File: src/rtl/regwr_pkg.sv
package regwr_pkg;

    localparam int BYTE_W = 8;
    localparam int WORD_W = 16;
    localparam int IDX_W  = 8;

    typedef enum logic [1:0] {
        PH_DEV,
        PH_SEL,
        PH_UPPER,
        PH_LOWER
    } field_e;

    typedef enum logic [2:0] {
        ST_IDLE,
        ST_SHIFT,
        ST_ACKWAIT,
        ST_ACK,
        ST_SKIP
    } rx_state_e;

    typedef struct packed {
        logic begin_ev;
        logic end_ev;
        logic clk_rise;
        logic clk_fall;
    } bus_ev_t;

    function automatic logic dev_hit(input logic [BYTE_W-1:0] b,
                                     input logic [4:0] prefix,
                                     input logic [1:0] strap);
        return (b[7:1] == {prefix, strap}) && (b[0] == 1'b0);
    endfunction

endpackage

File: src/rtl/regwr_line_filter.sv
module regwr_line_filter #(
    parameter int HOLD = 3
) (
    input  logic clk,
    input  logic rst,
    input  logic raw_i,
    output logic level_o
);
    localparam int CNT_W = $clog2(HOLD + 1);

    logic             sync_a, sync_b;
    logic [CNT_W-1:0] run_cnt;

    always_ff @(posedge clk) begin
        if (rst) begin
            sync_a  <= 1'b1;
            sync_b  <= 1'b1;
            run_cnt <= '0;
            level_o <= 1'b1;
        end else begin
            sync_a <= raw_i;
            sync_b <= sync_a;
            if (sync_b == level_o) begin
                run_cnt <= '0;
            end else if (run_cnt == CNT_W'(HOLD - 1)) begin
                level_o <= sync_b;
                run_cnt <= '0;
            end else begin
                run_cnt <= run_cnt + 1'b1;
            end
        end
    end
endmodule

File: src/rtl/regwr_bus_events.sv
module regwr_bus_events
    import regwr_pkg::*;
(
    input  logic    clk,
    input  logic    rst,
    input  logic    scl_f,
    input  logic    sda_f,
    output bus_ev_t ev_o
);
    logic scl_q, sda_q;

    always_ff @(posedge clk) begin
        if (rst) begin
            scl_q <= 1'b1;
            sda_q <= 1'b1;
        end else begin
            scl_q <= scl_f;
            sda_q <= sda_f;
        end
    end

    always_comb begin
        ev_o.begin_ev = scl_f & scl_q & sda_q & ~sda_f;
        ev_o.end_ev   = scl_f & scl_q & ~sda_q & sda_f;
        ev_o.clk_rise = scl_f & ~scl_q;
        ev_o.clk_fall = ~scl_f & scl_q;
    end
endmodule

File: src/rtl/serial_regwr_slave.sv
module serial_regwr_slave
    import regwr_pkg::*;
#(
    parameter logic [4:0] DEV_PREFIX = 5'b10011,
    parameter int         FILT_HOLD  = 3
) (
    input  logic              clk,
    input  logic              rst,
    input  logic              scl_i,
    input  logic              sda_i,
    input  logic [1:0]        strap_i,
    output logic              sda_pull_o,
    output logic [IDX_W-1:0]  wr_idx_o,
    output logic [WORD_W-1:0] wr_data_o,
    output logic              wr_stb_o
);
    localparam int BIT_CW = $clog2(BYTE_W);

    logic    scl_f, sda_f;
    bus_ev_t ev;

    regwr_line_filter #(.HOLD(FILT_HOLD)) u_scl_flt (
        .clk(clk), .rst(rst), .raw_i(scl_i), .level_o(scl_f)
    );
    regwr_line_filter #(.HOLD(FILT_HOLD)) u_sda_flt (
        .clk(clk), .rst(rst), .raw_i(sda_i), .level_o(sda_f)
    );
    regwr_bus_events u_ev (
        .clk(clk), .rst(rst), .scl_f(scl_f), .sda_f(sda_f), .ev_o(ev)
    );

    rx_state_e           state;
    field_e              field;
    logic [BIT_CW-1:0]   bit_cnt;
    logic [BYTE_W-1:0]   shreg;
    logic [BYTE_W-1:0]   upper_q;
    logic                step_pend;
    logic [BYTE_W-1:0]   got;

    assign got = {shreg[BYTE_W-2:0], sda_f};

    always_ff @(posedge clk) begin
        if (rst) begin
            state      <= ST_IDLE;
            field      <= PH_DEV;
            bit_cnt    <= '0;
            shreg      <= '0;
            upper_q    <= '0;
            step_pend  <= 1'b0;
            wr_idx_o   <= '0;
            wr_data_o  <= '0;
            wr_stb_o   <= 1'b0;
            sda_pull_o <= 1'b0;
        end else begin
            wr_stb_o <= 1'b0;
            if (ev.end_ev) begin
                state      <= ST_IDLE;
                sda_pull_o <= 1'b0;
                step_pend  <= 1'b0;
            end else if (ev.begin_ev) begin
                state      <= ST_SHIFT;
                field      <= PH_DEV;
                bit_cnt    <= '0;
                sda_pull_o <= 1'b0;
                step_pend  <= 1'b0;
            end else begin
                case (state)
                    ST_SHIFT: begin
                        if (ev.clk_rise) begin
                            shreg <= got;
                            if (bit_cnt == BIT_CW'(BYTE_W - 1)) begin
                                bit_cnt <= '0;
                                state   <= ST_ACKWAIT;
                                case (field)
                                    PH_DEV: begin
                                        if (dev_hit(got, DEV_PREFIX, strap_i))
                                            field <= PH_SEL;
                                        else
                                            state <= ST_SKIP;
                                    end
                                    PH_SEL: begin
                                        wr_idx_o <= got;
                                        field    <= PH_UPPER;
                                    end
                                    PH_UPPER: begin
                                        upper_q <= got;
                                        field   <= PH_LOWER;
                                    end
                                    default: begin
                                        wr_data_o <= {upper_q, got};
                                        wr_stb_o  <= 1'b1;
                                        step_pend <= 1'b1;
                                        field     <= PH_UPPER;
                                    end
                                endcase
                            end else begin
                                bit_cnt <= bit_cnt + 1'b1;
                            end
                        end
                    end
                    ST_ACKWAIT: begin
                        if (ev.clk_fall) begin
                            sda_pull_o <= 1'b1;
                            state      <= ST_ACK;
                        end
                    end
                    ST_ACK: begin
                        if (ev.clk_fall) begin
                            sda_pull_o <= 1'b0;
                            state      <= ST_SHIFT;
                            if (step_pend) begin
                                wr_idx_o  <= wr_idx_o + 1'b1;
                                step_pend <= 1'b0;
                            end
                        end
                    end
                    default: ;
                endcase
            end
        end
    end
endmodule

File: config.mk
export PLATFORM = sky130hd
export DESIGN_NAME = serial_regwr_slave
export DESIGN_NICKNAME = d
export VERILOG_FILES = /design/src/rtl/regwr_pkg.sv /design/src/rtl/regwr_line_filter.sv /design/src/rtl/regwr_bus_events.sv /design/src/rtl/serial_regwr_slave.sv
export SDC_FILE = /design/constraint.sdc
export NUM_CORES = 1
export LEC_CHECK = 0
export ABC_AREA = 1
export ABC_CLOCK_PERIOD_IN_PS = 2100
export BUFFER_PORTS_ARGS = -buffer_cell sky130_fd_sc_hd__buf_2
export CAP_MARGIN = 40
export CORE_MARGIN = 8
export CORE_UTILIZATION = 35
export CTS_BUF_LIST = sky130_fd_sc_hd__clkbuf_8 sky130_fd_sc_hd__clkbuf_16
export DETAILED_ROUTE_END_ITERATION = 16
export GPL_ROUTABILITY_DRIVEN = 0
export HOLD_SLACK_MARGIN = 0.03
export PLACE_DENSITY = 0.58
export SLEW_MARGIN = 20
export SYNTH_ARGS = -nofsm -noshare
export SYNTH_HDL_FRONTEND = slang
export SYNTH_SLANG_ARGS = --single-unit
File: constraint.sdc
create_clock -name clk -period 2.1 [get_ports clk]
set_clock_uncertainty 0.15 [all_clocks]
set_input_delay 0.42 -clock clk [delete_from_list [all_inputs] [get_ports clk]]
set_output_delay 0.42 -clock clk [all_outputs]
set_load 0.005 [all_outputs]
==> reports/metrics.cfg <==
[final_layout]
layout.nets = 417
multiInputGateArea_um2 = 1240
diodes = 0
fin_area_um2 = 3170
layout_commonest_cell = nor2_1
final_cell_mix = nor2_1, nand2_1, dfxtp_1
regArea_um2 = 1240
drive_gt1_share_pct = 17.1
area_growth_pct = 17.9
fill_cells = 816

[clock_tree]
cts_root_buffer = clkbuf_8
ctsHoldBuffers = 0
htree_levels = 3
cts_made_buffers = 9
numClockSinks = 62
clk_pin_slew_ps = 70
cts_setup_buffers = 0
clock_path_buffers = 2
cts_resized = 0
cts_tree = yes
insertion_delay_ps = 340

[logic_synthesis]
synth_nets = 382
synth.cell_area_um2 = 2690
syn-mean-instance-area_um2 = 7.25
synth_cell_types = 28
netlist.area_leader.share_pct = 46.2
synth_fa_ha_area_share_pct = 2.33
synth_cells = 371
synth-compound-area-share_pct = 14.9
muxShareOfSynthArea_pct = 0
synth_top_family_by_area = simple AND/OR/NAND/NOR gates
synthXorXnorAreaFrac_pct = 0
synth_seq_cells = 62
synth-simple-area-share_pct = 28.8
synth.area.top_cells = dfxtp_1, nor2_1, nand2_1
synth_warnings = 0
synth-seq-area-share_pct = 46.2
yosys.area.top_type = dfxtp_1

[sta]
setup_viol = 0
finalCriticalPeriod_ps = 1910
max_slew_margin_pct = 73.7
max_freq_mhz = 525
tightestPinTransition_ps = 394
finalCritPeriodShare_pct = 90.7
rsz0062_at_grt = false
hold_viol_final = 0
fin_tns_setup_ps = 0
fin_ws_ps = 195
maxSlewViolCount = 0

[pwr]
pwr-share-seq_pct = 47.5
pwr_density_cell_nw_per_um2 = 786
clkPwrFrac_pct = 50.4
switchingPower_uw = 510
comb_power_share_pct = 2.0
vdd_drop_max_mv = 0.335
power.internal_uw = 1980
switching_share_pct = 20.5
p_leak_uw = 0.00147

[global_routing]
grt_pass1_vias = 2250
grt_usage_pct = 11.5
antenna_found_initial = 0
gr-total-overflow = 0
grt_first_pass_wirelength_mm = 10.2
grt_max_degree = 33

[placed_design]
numPortBuffers = 31
dpl-instance-area_um2 = 2930
hpwl_mm = 4.39
dpl_worst_slack_ps = 153

[worst_setup_path]
reg2reg_slack_ps = 190
cp_max_fo = 9
rr_worst_depth = 7
worst_ep_arrival_time_ps = 1990
setup.worst_path.end_class = register
startpoint_type = register
critPathRequiredTime_ps = 2190
path_class = reg -> reg

[routing]
wl_met1_mm = 2.87
vias = 2369
wl_met3_um = 293
first_iter_violations = 75
viasPerCell = 4.63
drc = 0
postRouteAntennaNets = 0
wire_per_inst_um = 11.7
dr_wl_met2_mm = 2.74
finalWirelength_mm = 6.01
dr.max_layer_used = met4
dr.pass1.iters = 4

[floorplan]
core_um2 = 7570
die_w_um = 104
pin_count = 32
rows = 32
die_y_um = 104
start_util_pct = 35.5
die_area_um2 = 10700

[outcome]
status = completed

[flow_run]
cap_violations = 0

[worst_hold_path]
hold_path.class = in -> reg
min_path_cells = 2

worst max-delay path: stages, from the launching register on:
cell and delay (ps):
dfxtp_1 350, ha_1 160, ha_1 190, inv_1 110, o21ai_4 180, nand4_1 310, o21ai_0 310, nor2_1 50
sequential cells by signal, summed over array words and instances (netlist names), 2 cells and up:
register and count:
bit_cnt 3, u_scl_flt.run_cnt 2, u_sda_flt.run_cnt 2, wr_data_o 16, wr_idx_o 8, upper_q 8, field 2, state 3
shreg 7
through the flow:
step           instances  total power (uW)  utilization [%]  hold WS, ps
3_5_place_dp         497              1260             38.8          250
5_1_grt              512              2570             41.9          106
6_report             512              2490             41.9          106
3_3_place_gp         497              1260             38.8          242
2_1_floorplan        371              1240                -          239
4_1_cts              512              2520             41.9         95.0
power groups by stage:
stage          sequential (uW)  combinational, uW  clock [uW]
5_1_grt                   1180               57.6        1330
4_1_cts                   1180               51.8        1280
6_report                  1180               51.0        1260
2_1_floorplan             1210               32.4           0
3_3_place_gp              1210               51.0           0
3_5_place_dp              1210               51.6           0
final timing paths:
| check | startpoint | end |
|---|---|---|
| worst min register to register | u_scl_flt.run_cnt[0] | u_scl_flt.run_cnt[0] |
| worst max-delay path | bit_cnt[0] | upper_q[5] |
| worst min-delay path | sda_i | u_sda_flt.sync_a |
| worst max register to register | bit_cnt[0] | upper_q[5] |
kinds of logic (layout without fill, tap and decap cells):
kind of cell    count (synthesis)  count (layout)
compound gates                 74              74
fa+ha+maj                       5               5
buf+inv                        46              85
flops                          62              62
simple gates                  184             184
synth_stat cells, drive strengths merged:
master / count
a21oi: 24
a31oi: 1
buf: 6
clkbuf: 5
dfxtp: 62
ha: 5
inv: 35
nand2: 74
nand3: 11
nand3b: 2
nand4: 3
nor2: 88
nor3: 1
o211ai: 3
o21ai: 43
o22ai: 1
o31ai: 2
or2: 5
metal layers:
metal  global-route usage, %  up-vias
met1                    13.8     1073
met4                    4.65        0
li1                        -     1253
met5                       0        -
met3                    4.15       11
met2                    18.1       32
final cells by class:
type,instances,share of cell area [%]
Clock buffer,9,3.91
Tap cell,102,4.03
Sequential cell,62,39.2
Inverter,35,4.15
Timing Repair Buffer,35,6.24
Clock inverter,6,3.51
Multi-Input combinational cell,263,39.0
Note: power is estimated with default switching activity, not from simulation.
